<file path="src/rtl/wpm_pkg.sv">
package wpm_pkg;

    localparam int REG_W       = 16;
    localparam int PS_W        = 2;
    localparam int N_WAKE      = 3;
    localparam int CAP_W       = 5;
    localparam int BIT_PME_EN  = 8;
    localparam int BIT_PME_STS = 15;

    localparam int WK_FIXED = 0;
    localparam int WK_FLEX  = 1;
    localparam int WK_LINK  = 2;

    localparam logic [CAP_W-1:0] CAP_NOAUX = 5'b01111;
    localparam logic [CAP_W-1:0] CAP_AUX   = 5'b11111;

    typedef enum logic [2:0] {
        EFF_D0,
        EFF_D1,
        EFF_D2,
        EFF_D3HOT,
        EFF_D3COLD,
        EFF_OFF
    } eff_state_e;

    // Effective power state seen by the wake gate and the PHY control.
    function automatic eff_state_e eff_state(input logic bus_rst_n,
                                             input logic in_hold,
                                             input logic aux_det,
                                             input logic [PS_W-1:0] ps);
        eff_state_e st;
        if (!bus_rst_n || in_hold) begin
            st = aux_det ? EFF_D3COLD : EFF_OFF;
        end else begin
            case (ps)
                2'b00:   st = EFF_D0;
                2'b01:   st = EFF_D1;
                2'b10:   st = EFF_D2;
                default: st = EFF_D3HOT;
            endcase
        end
        return st;
    endfunction

    // Whether wake class cls may raise status in state st.
    function automatic logic wake_allowed(input eff_state_e st,
                                          input int cls,
                                          input logic ext_clk);
        logic ok;
        case (st)
            EFF_D0, EFF_D1:                 ok = 1'b1;
            EFF_D2, EFF_D3HOT, EFF_D3COLD:  ok = (cls == WK_FLEX) ? ext_clk : 1'b1;
            default:                        ok = 1'b0;
        endcase
        return ok;
    endfunction

    // PHY and media-access logic may be switched off.
    function automatic logic wants_low_power(input eff_state_e st,
                                             input logic pme_en);
        logic lp;
        case (st)
            EFF_OFF:                        lp = 1'b1;
            EFF_D2, EFF_D3HOT, EFF_D3COLD:  lp = !pme_en;
            default:                        lp = 1'b0;
        endcase
        return lp;
    endfunction

endpackage

</file>
<file path="src/rtl/wpm_rst_sampler.sv">
module wpm_rst_sampler (
    input  logic clk,
    input  logic aux_por_n,
    input  logic bus_rst_n,
    input  logic link_stat_i,
    output logic aux_det_o,
    output logic sample_o,
    output logic fresh_o,
    output logic in_hold_o
);

    typedef enum logic {SMP_HOLD, SMP_RUN} smp_state_e;

    smp_state_e state_q, state_d;
    logic       aux_det_q;
    logic       fresh_q;

    always_comb begin
        state_d = state_q;
        unique case (state_q)
            SMP_HOLD: if (bus_rst_n)  state_d = SMP_RUN;
            SMP_RUN:  if (!bus_rst_n) state_d = SMP_HOLD;
        endcase
    end

    always_ff @(posedge clk or negedge aux_por_n) begin
        if (!aux_por_n) state_q <= SMP_HOLD;
        else            state_q <= state_d;
    end

    // Supply indication and the "first release after power-on" flag.
    always_ff @(posedge clk or negedge aux_por_n) begin
        if (!aux_por_n) begin
            aux_det_q <= 1'b0;
            fresh_q   <= 1'b1;
        end else if (state_q == SMP_HOLD && bus_rst_n) begin
            aux_det_q <= !link_stat_i;
            fresh_q   <= 1'b0;
        end
    end

    always_comb begin
        aux_det_o = aux_det_q;
        fresh_o   = fresh_q;
        in_hold_o = (state_q == SMP_HOLD);
        sample_o  = (state_q == SMP_HOLD) && bus_rst_n;
    end

    a_r2_aux_capture: assert property (@(posedge clk) disable iff (!aux_por_n)
        (sample_o && !link_stat_i) |=> aux_det_o);

    a_r2_noaux_capture: assert property (@(posedge clk) disable iff (!aux_por_n)
        (sample_o && link_stat_i) |=> !aux_det_o);

endmodule

</file>
<file path="src/rtl/wpm_pm_regs.sv">
module wpm_pm_regs
    import wpm_pkg::*;
(
    input  logic              clk,
    input  logic              aux_por_n,
    input  logic              bus_rst_n,
    input  logic              aux_det_i,
    input  logic              sample_i,
    input  logic              fresh_i,
    input  logic              aux_new_i,
    input  logic              in_hold_i,
    input  logic              hit_i,
    input  logic              wr_i,
    input  logic              addr_i,
    input  logic [REG_W-1:0]  wdata_i,
    output logic [PS_W-1:0]   pwr_state_o,
    output logic              pme_en_o,
    output logic              pme_sts_o
);

    logic [PS_W-1:0] ps_q;
    logic            pme_en_q;
    logic            pme_sts_q;
    logic            ctl_wr;
    logic            unused_wbits;

    assign ctl_wr       = wr_i && !in_hold_i && (addr_i == 1'b0);
    assign unused_wbits = ^{wdata_i[BIT_PME_STS-1:BIT_PME_EN+1],
                            wdata_i[BIT_PME_EN-1:PS_W]};

    always_ff @(posedge clk or negedge aux_por_n) begin
        if (!aux_por_n) begin
            ps_q      <= '0;
            pme_en_q  <= 1'b0;
            pme_sts_q <= 1'b0;
        end else if (!bus_rst_n) begin
            ps_q <= '0;
            if (!aux_det_i) begin
                pme_en_q  <= 1'b0;
                pme_sts_q <= 1'b0;
            end else if (hit_i) begin
                pme_sts_q <= 1'b1;
            end
        end else begin
            if (sample_i && fresh_i && aux_new_i) begin
                pme_en_q <= 1'b1;
            end else if (ctl_wr) begin
                ps_q     <= wdata_i[PS_W-1:0];
                pme_en_q <= wdata_i[BIT_PME_EN];
            end
            if (hit_i)
                pme_sts_q <= 1'b1;
            else if (ctl_wr && wdata_i[BIT_PME_STS])
                pme_sts_q <= 1'b0;
        end
    end

    assign pwr_state_o = ps_q;
    assign pme_en_o    = pme_en_q;
    assign pme_sts_o   = pme_sts_q;

    a_r3_busrst_clears: assert property (@(posedge clk) disable iff (!aux_por_n)
        (!bus_rst_n && !aux_det_i) |=> (!pme_en_q && !pme_sts_q));

    a_r4_busrst_keeps_en: assert property (@(posedge clk) disable iff (!aux_por_n)
        (!bus_rst_n && aux_det_i && pme_en_q) |=> pme_en_q);

    a_r2_default_enable: assert property (@(posedge clk) disable iff (!aux_por_n)
        (sample_i && fresh_i && aux_new_i) |=> pme_en_q);

    a_r8_no_spurious_status: assert property (@(posedge clk) disable iff (!aux_por_n)
        (!pme_sts_q && !hit_i) |=> !pme_sts_q);

    a_r10_hit_wins: assert property (@(posedge clk) disable iff (!aux_por_n)
        hit_i |=> pme_sts_q);

endmodule

</file>
<file path="src/rtl/wpm_wake_gate.sv">
module wpm_wake_gate
    import wpm_pkg::*;
#(
    parameter int NW = N_WAKE
) (
    input  eff_state_e       st_i,
    input  logic             ext_clk_i,
    input  logic             pme_en_i,
    input  logic [NW-1:0]    evt_i,
    output logic             hit_o
);

    logic [NW-1:0] acc;

    for (genvar g = 0; g < NW; g++) begin : g_cls
        assign acc[g] = evt_i[g] && pme_en_i && wake_allowed(st_i, g, ext_clk_i);
    end

    assign hit_o = |acc;

endmodule

</file>
<file path="src/rtl/wpm_phy_fsm.sv">
module wpm_phy_fsm (
    input  logic clk,
    input  logic aux_por_n,
    input  logic low_req_i,
    output logic phy_dn_o
);

    typedef enum logic {PHY_ON, PHY_OFF} phy_state_e;

    phy_state_e state_q, state_d;

    always_comb begin
        state_d = state_q;
        unique case (state_q)
            PHY_ON:  if (low_req_i)  state_d = PHY_OFF;
            PHY_OFF: if (!low_req_i) state_d = PHY_ON;
        endcase
    end

    always_ff @(posedge clk or negedge aux_por_n) begin
        if (!aux_por_n) state_q <= PHY_OFF;
        else            state_q <= state_d;
    end

    always_comb begin
        phy_dn_o = (state_q == PHY_OFF);
    end

    a_r5_enter_low: assert property (@(posedge clk) disable iff (!aux_por_n)
        low_req_i |=> phy_dn_o);

    a_r6_power_back: assert property (@(posedge clk) disable iff (!aux_por_n)
        !low_req_i |=> !phy_dn_o);

endmodule

</file>
<file path="src/rtl/wake_pm_ctrl.sv">
module wake_pm_ctrl
    import wpm_pkg::*;
(
    input  logic              clk,
    input  logic              aux_por_n,
    input  logic              bus_rst_n,
    input  logic              link_stat_i,
    input  logic              ext_clk_strap_i,
    input  logic              reg_wr_i,
    input  logic              reg_addr_i,
    input  logic [REG_W-1:0]  reg_wdata_i,
    output logic [REG_W-1:0]  reg_rdata_o,
    input  logic [N_WAKE-1:0] wake_evt_i,
    output logic              phy_pwr_dn_o,
    output logic              pme_n_o
);

    logic            aux_det, sample, fresh, in_hold;
    logic [PS_W-1:0] pwr_state;
    logic            pme_en, pme_sts;
    logic            hit;
    logic            low_req;
    eff_state_e      eff;

    wpm_rst_sampler u_smp (
        .clk         (clk),
        .aux_por_n   (aux_por_n),
        .bus_rst_n   (bus_rst_n),
        .link_stat_i (link_stat_i),
        .aux_det_o   (aux_det),
        .sample_o    (sample),
        .fresh_o     (fresh),
        .in_hold_o   (in_hold)
    );

    assign eff     = eff_state(bus_rst_n, in_hold, aux_det, pwr_state);
    assign low_req = wants_low_power(eff, pme_en);

    wpm_wake_gate #(.NW(N_WAKE)) u_gate (
        .st_i      (eff),
        .ext_clk_i (ext_clk_strap_i),
        .pme_en_i  (pme_en),
        .evt_i     (wake_evt_i),
        .hit_o     (hit)
    );

    wpm_pm_regs u_regs (
        .clk         (clk),
        .aux_por_n   (aux_por_n),
        .bus_rst_n   (bus_rst_n),
        .aux_det_i   (aux_det),
        .sample_i    (sample),
        .fresh_i     (fresh),
        .aux_new_i   (!link_stat_i),
        .in_hold_i   (in_hold),
        .hit_i       (hit),
        .wr_i        (reg_wr_i),
        .addr_i      (reg_addr_i),
        .wdata_i     (reg_wdata_i),
        .pwr_state_o (pwr_state),
        .pme_en_o    (pme_en),
        .pme_sts_o   (pme_sts)
    );

    wpm_phy_fsm u_phy (
        .clk       (clk),
        .aux_por_n (aux_por_n),
        .low_req_i (low_req),
        .phy_dn_o  (phy_pwr_dn_o)
    );

    always_comb begin
        reg_rdata_o = '0;
        if (reg_addr_i == 1'b0) begin
            reg_rdata_o[PS_W-1:0]    = pwr_state;
            reg_rdata_o[BIT_PME_EN]  = pme_en;
            reg_rdata_o[BIT_PME_STS] = pme_sts;
        end else begin
            reg_rdata_o[CAP_W-1:0] = aux_det ? CAP_AUX : CAP_NOAUX;
        end
    end

    assign pme_n_o = !(pme_sts && pme_en);

    a_r5_d0_d1_powered: assert property (@(posedge clk) disable iff (!aux_por_n)
        (bus_rst_n && !in_hold && !pwr_state[1]) |=> !phy_pwr_dn_o);

    a_r9_event_drives_pin: assert property (@(posedge clk) disable iff (!aux_por_n)
        (hit && !(reg_wr_i && !reg_addr_i)) |=> !pme_n_o);

endmodule

</file>
<file path="config.mk">
export PLATFORM = sky130hd
export DESIGN_NAME = wake_pm_ctrl
export DESIGN_NICKNAME = d
export VERILOG_FILES = /design/src/rtl/wpm_pkg.sv /design/src/rtl/wpm_rst_sampler.sv /design/src/rtl/wpm_pm_regs.sv /design/src/rtl/wpm_wake_gate.sv /design/src/rtl/wpm_phy_fsm.sv /design/src/rtl/wake_pm_ctrl.sv
export SDC_FILE = /design/constraint.sdc
export NUM_CORES = 1
export LEC_CHECK = 0
export ABC_AREA = 1
export CORE_MARGIN = 5
export CORE_UTILIZATION = 31
export CTS_CLUSTER_DIAMETER = 100
export DETAILED_ROUTE_END_ITERATION = 12
export PLACE_DENSITY = 0.84
export SYNTH_ARGS = -nofsm -noshare
export SYNTH_HDL_FRONTEND = slang
export SYNTH_SLANG_ARGS = --single-unit
</file>
<file path="constraint.sdc">
create_clock -name clk -period 1.4 [get_ports clk]
set_clock_uncertainty 0.2 [all_clocks]
set_input_delay 0.35 -clock clk [delete_from_list [all_inputs] [get_ports clk]]
set_output_delay 0.35 -clock clk [all_outputs]
set_load 0.02 [all_outputs]
</file>
==> results.py <==
metrics = {
    "status": {
        "status": "finished with violations",
        "violations": "negative setup slack",
    },
    "setup_path": {
        "path_buf_inv": 2,
        "endpoint_kind": "output pin",
        "path_delay_family": "flip-flops",
        "timing.rr.start": "u_regs.pme_en_o$_DFFE_PN0P_",
        "r2r_end": "u_regs.pme_sts_o$_DFFE_PN0P_",
        "worstPathCellList": "inv_2 -> nor2_4 -> buf_6",
        "required_ns": 0.85,
        "cpMaxStageDelayCell": "dfrtp_1",
        "cp_slowest_stage_delay_ns": 0.39,
        "crit_cells": 3,
        "r2r_cells": 6,
        "start_kind": "register",
        "worstSetupPathType": "register to output pin",
        "path_max_fanout": 3,
        "r2r_setup_slack_ns": 0.06,
        "crit_arrival_ns": 0.92,
    },
    "power": {
        "power.share.clock_pct": 27.6,
        "p_sw_mw": 0.1961,
        "power.leakage_nw": 0.4281,
        "power_density_mw_per_mm2": 776.3,
        "intPower_mw": 0.4391,
        "peakVddDrop_v": 0.0004503,
        "power_frac_comb_pct": 31.2,
        "seqPwrFrac_pct": 41.2,
        "swShare_pct": 30.87,
    },
    "route": {
        "wl_per_cell_um": 10.30,
        "vias": 498,
        "drc": 0,
        "wl_um": 1205,
        "drt_iter0_drc": 8,
        "viasPerCell": 4.256,
        "antenna_left": 0,
        "firstDrtPassIters": 4,
    },
    "sta": {
        "drv_slew": 0,
        "hold_viol_final": 0,
        "fin_setup_tns_ns": -0.2614,
        "rsz0062_at_grt": "true",
        "fin_crit_sh_pct": 104.8,
        "setup_violations": 8,
        "final.min_clock_period_ns": 1.467,
        "fmax_ghz": 0.6819,
        "setup_ws_ns": -0.06656,
    },
    "clock_network": {
        "cts_inserted_buffers": 3,
        "h-tree-depth": 1,
        "cts_root_buffer": "clkbuf_4",
        "cts_sinks": 8,
        "cts_tree": "built",
        "path_clk_slew_ns": 0.06,
        "clock_path_buffers": 2,
        "hold_buffers": 0,
        "clkLatencyLatePin_ns": 0.25,
    },
    "yosys": {
        "ys.warnings.count": 0,
        "synth-seq-cells": 8,
        "synth_cells": 70,
        "ys_seq_area_share_pct": 38.12,
        "synth_cell_types": 20,
        "syn-mean-instance-area_um2": 7.597,
        "synth_area_um2": 531.8,
    },
    "floorplanning": {
        "fp-row-count": 15,
        "coreArea_mm2": 0.001670,
        "die_y_um": 51.42,
        "die_w_um": 51.42,
        "start_util_pct": 31.84,
        "ioPinCount": 44,
        "die-area_mm2": 0.002644,
    },
    "layout": {
        "multi_input_area_um2": 244.0,
        "n_antenna_cell": 0,
        "areaGrowthSynthToFinish_pct": 53.88,
        "nNetsFinal": 128,
        "seq_area_um2": 202.7,
        "n_fill_cell": 161,
        "design_area_um2": 818.3,
        "fin_cells": 117,
        "drive_above_1_share_pct": 34.00,
    },
    "global_routing": {
        "grt_overflow": 0,
        "grt_pass1_wl_um": 1766,
        "antenna_found_initial": 0,
        "grt_pass1_vias": 462,
        "track_usage_pct": 9.179,
        "grt_max_degree": 9,
    },
    "placement": {
        "pre_cts_ws_ns": -0.8804,
        "placed_area_um2": 754.5,
        "port_buffers": 22,
        "dp_hpwl_um": 970.2,
        "place_congestion": 0.7626,
        "placed_cells_incl_taps": 111,
    },
    "min_path": {
        "min_path_type": "input port to asynchronous set/reset pin",
    },
    "flow_run": {
        "drv_cap": 0,
    },
}
## through the flow
| step | hold slack (ns) | power (mW) | util [%] |
|---|---|---|---|
| floorplan | -0.1456 | 0.3790 | - |
| global placement | 0.2313 | 0.4486 | 45.17 |
| detailed placement | 0.2352 | 0.4514 | 45.17 |
| CTS | 0.1856 | 0.6308 | 46.74 |
| global route | 0.2015 | 0.6767 | 48.99 |
| finish | 0.1748 | 0.6352 | 48.99 |
## worst register-to-register path, stage by stage (launching register included)
cell      delay [ns]
dfrtp_1         0.41
buf_4           0.15
buf_4           0.12
buf_4           0.13
nand2_1         0.04
nand3b_1        0.11
nand3_2         0.07
## power by group through the flow
| stage | logic (mW) | registers [mW] | clock network, mW |
|---|---|---|---|
| after floorplan | 0.113 | 0.266 | 0 |
| after global placement | 0.185 | 0.263 | 0 |
| after detailed placement | 0.188 | 0.264 | 0 |
| after CTS | 0.187 | 0.260 | 0.184 |
| after global routing | 0.215 | 0.263 | 0.199 |
| final | 0.198 | 0.262 | 0.175 |
## Yosys cell counts (all sizes together)
cell    number  area, µm²
o21bai       1      11.26
buf         12      93.84
nand3b       1      7.510
nand4        1      6.260
inv         11      41.29
dfrtp        6      150.1
nor2         5      26.27
o211ai       1      7.510
dfstp        2      52.55
nand3        6      35.03
o21ai        3      15.01
nand2       19      73.82
conb         1      3.750
a21boi       1      7.510
## worst max-delay path by stage
stage | from | to | slack [ns]
5_1_grt | u_regs.pme_sts_o$_DFFE_PN0P_ | reg_rdata_o[15] | -0.10
4_1_cts | u_regs.pme_en_o$_DFFE_PN0P_ | reg_rdata_o[8] | -0.07
6_report | u_regs.pme_en_o$_DFFE_PN0P_ | reg_rdata_o[8] | -0.07
2_1_floorplan | u_regs.pme_en_o$_DFFE_PN0P_ | reg_rdata_o[8] | 0.14
3_5_place_dp | reg_addr_i | reg_rdata_o[0] | -0.88
3_3_place_gp | reg_addr_i | reg_rdata_o[0] | -0.85
## timing repair
action	4_1_cts	5_1_grt
setup endpoints to repair	14	10
pin swaps	0	2
resized for setup	47	10
setup buffers	2	1
## layer usage
| metal | vias up | global-route usage, % | share of wire, % | wire [µm] |
|---|---|---|---|---|
| met5 | - | 0 | 0 | 0 |
| met4 | 0 | 2.183 | 0 | 0 |
| met3 | 0 | 6.414 | 9.0 | 108 |
| met2 | 24 | 14.62 | 51 | 616 |
| met1 | 218 | 9.839 | 40 | 480 |
| li1 | 256 | - | - | - |
## layout by cell type, fill, tap and decap left out, drive strengths merged, types with 2 or more instances in the layout
cell           count
conb               9
o21ai              3
dfstp              2
inv               11
clkdlybuf4s50     10
dlygate4sd2        3
clkbuf             3
nor2               5
dfrtp              6
buf               17
nand3              6
nand2             19
## flip-flops by register name, summed over array words and instances (netlist names)
register and count:
u_smp.fresh_o 1, u_regs.pme_en_o 1, u_smp.aux_det_o 1, u_regs.pme_sts_o 1, u_phy.phy_dn_o 1, u_smp.state_q 1
u_regs.pwr_state_o 2
## cell type report
| type | instances | share of cell area [%] |
|---|---|---|
| inverter | 11 | 5.046 |
| timing repair buffer | 31 | 35.02 |
| multi-input combinational | 47 | 29.82 |
| tap | 17 | 2.599 |
| sequential | 8 | 24.77 |
| clock buffer | 3 | 2.752 |
## cells by family (layout without fill, tap and decap cells)
kind of cell    after synthesis  count (layout)  synth area share, %
compound gates                6               6                7.765
other cells                   1               9               0.7052
flops                         8               8                38.12
simple gates                 32              32                28.00
buf+inv                      23              45                25.41
Power figures use the tool's default switching activity.
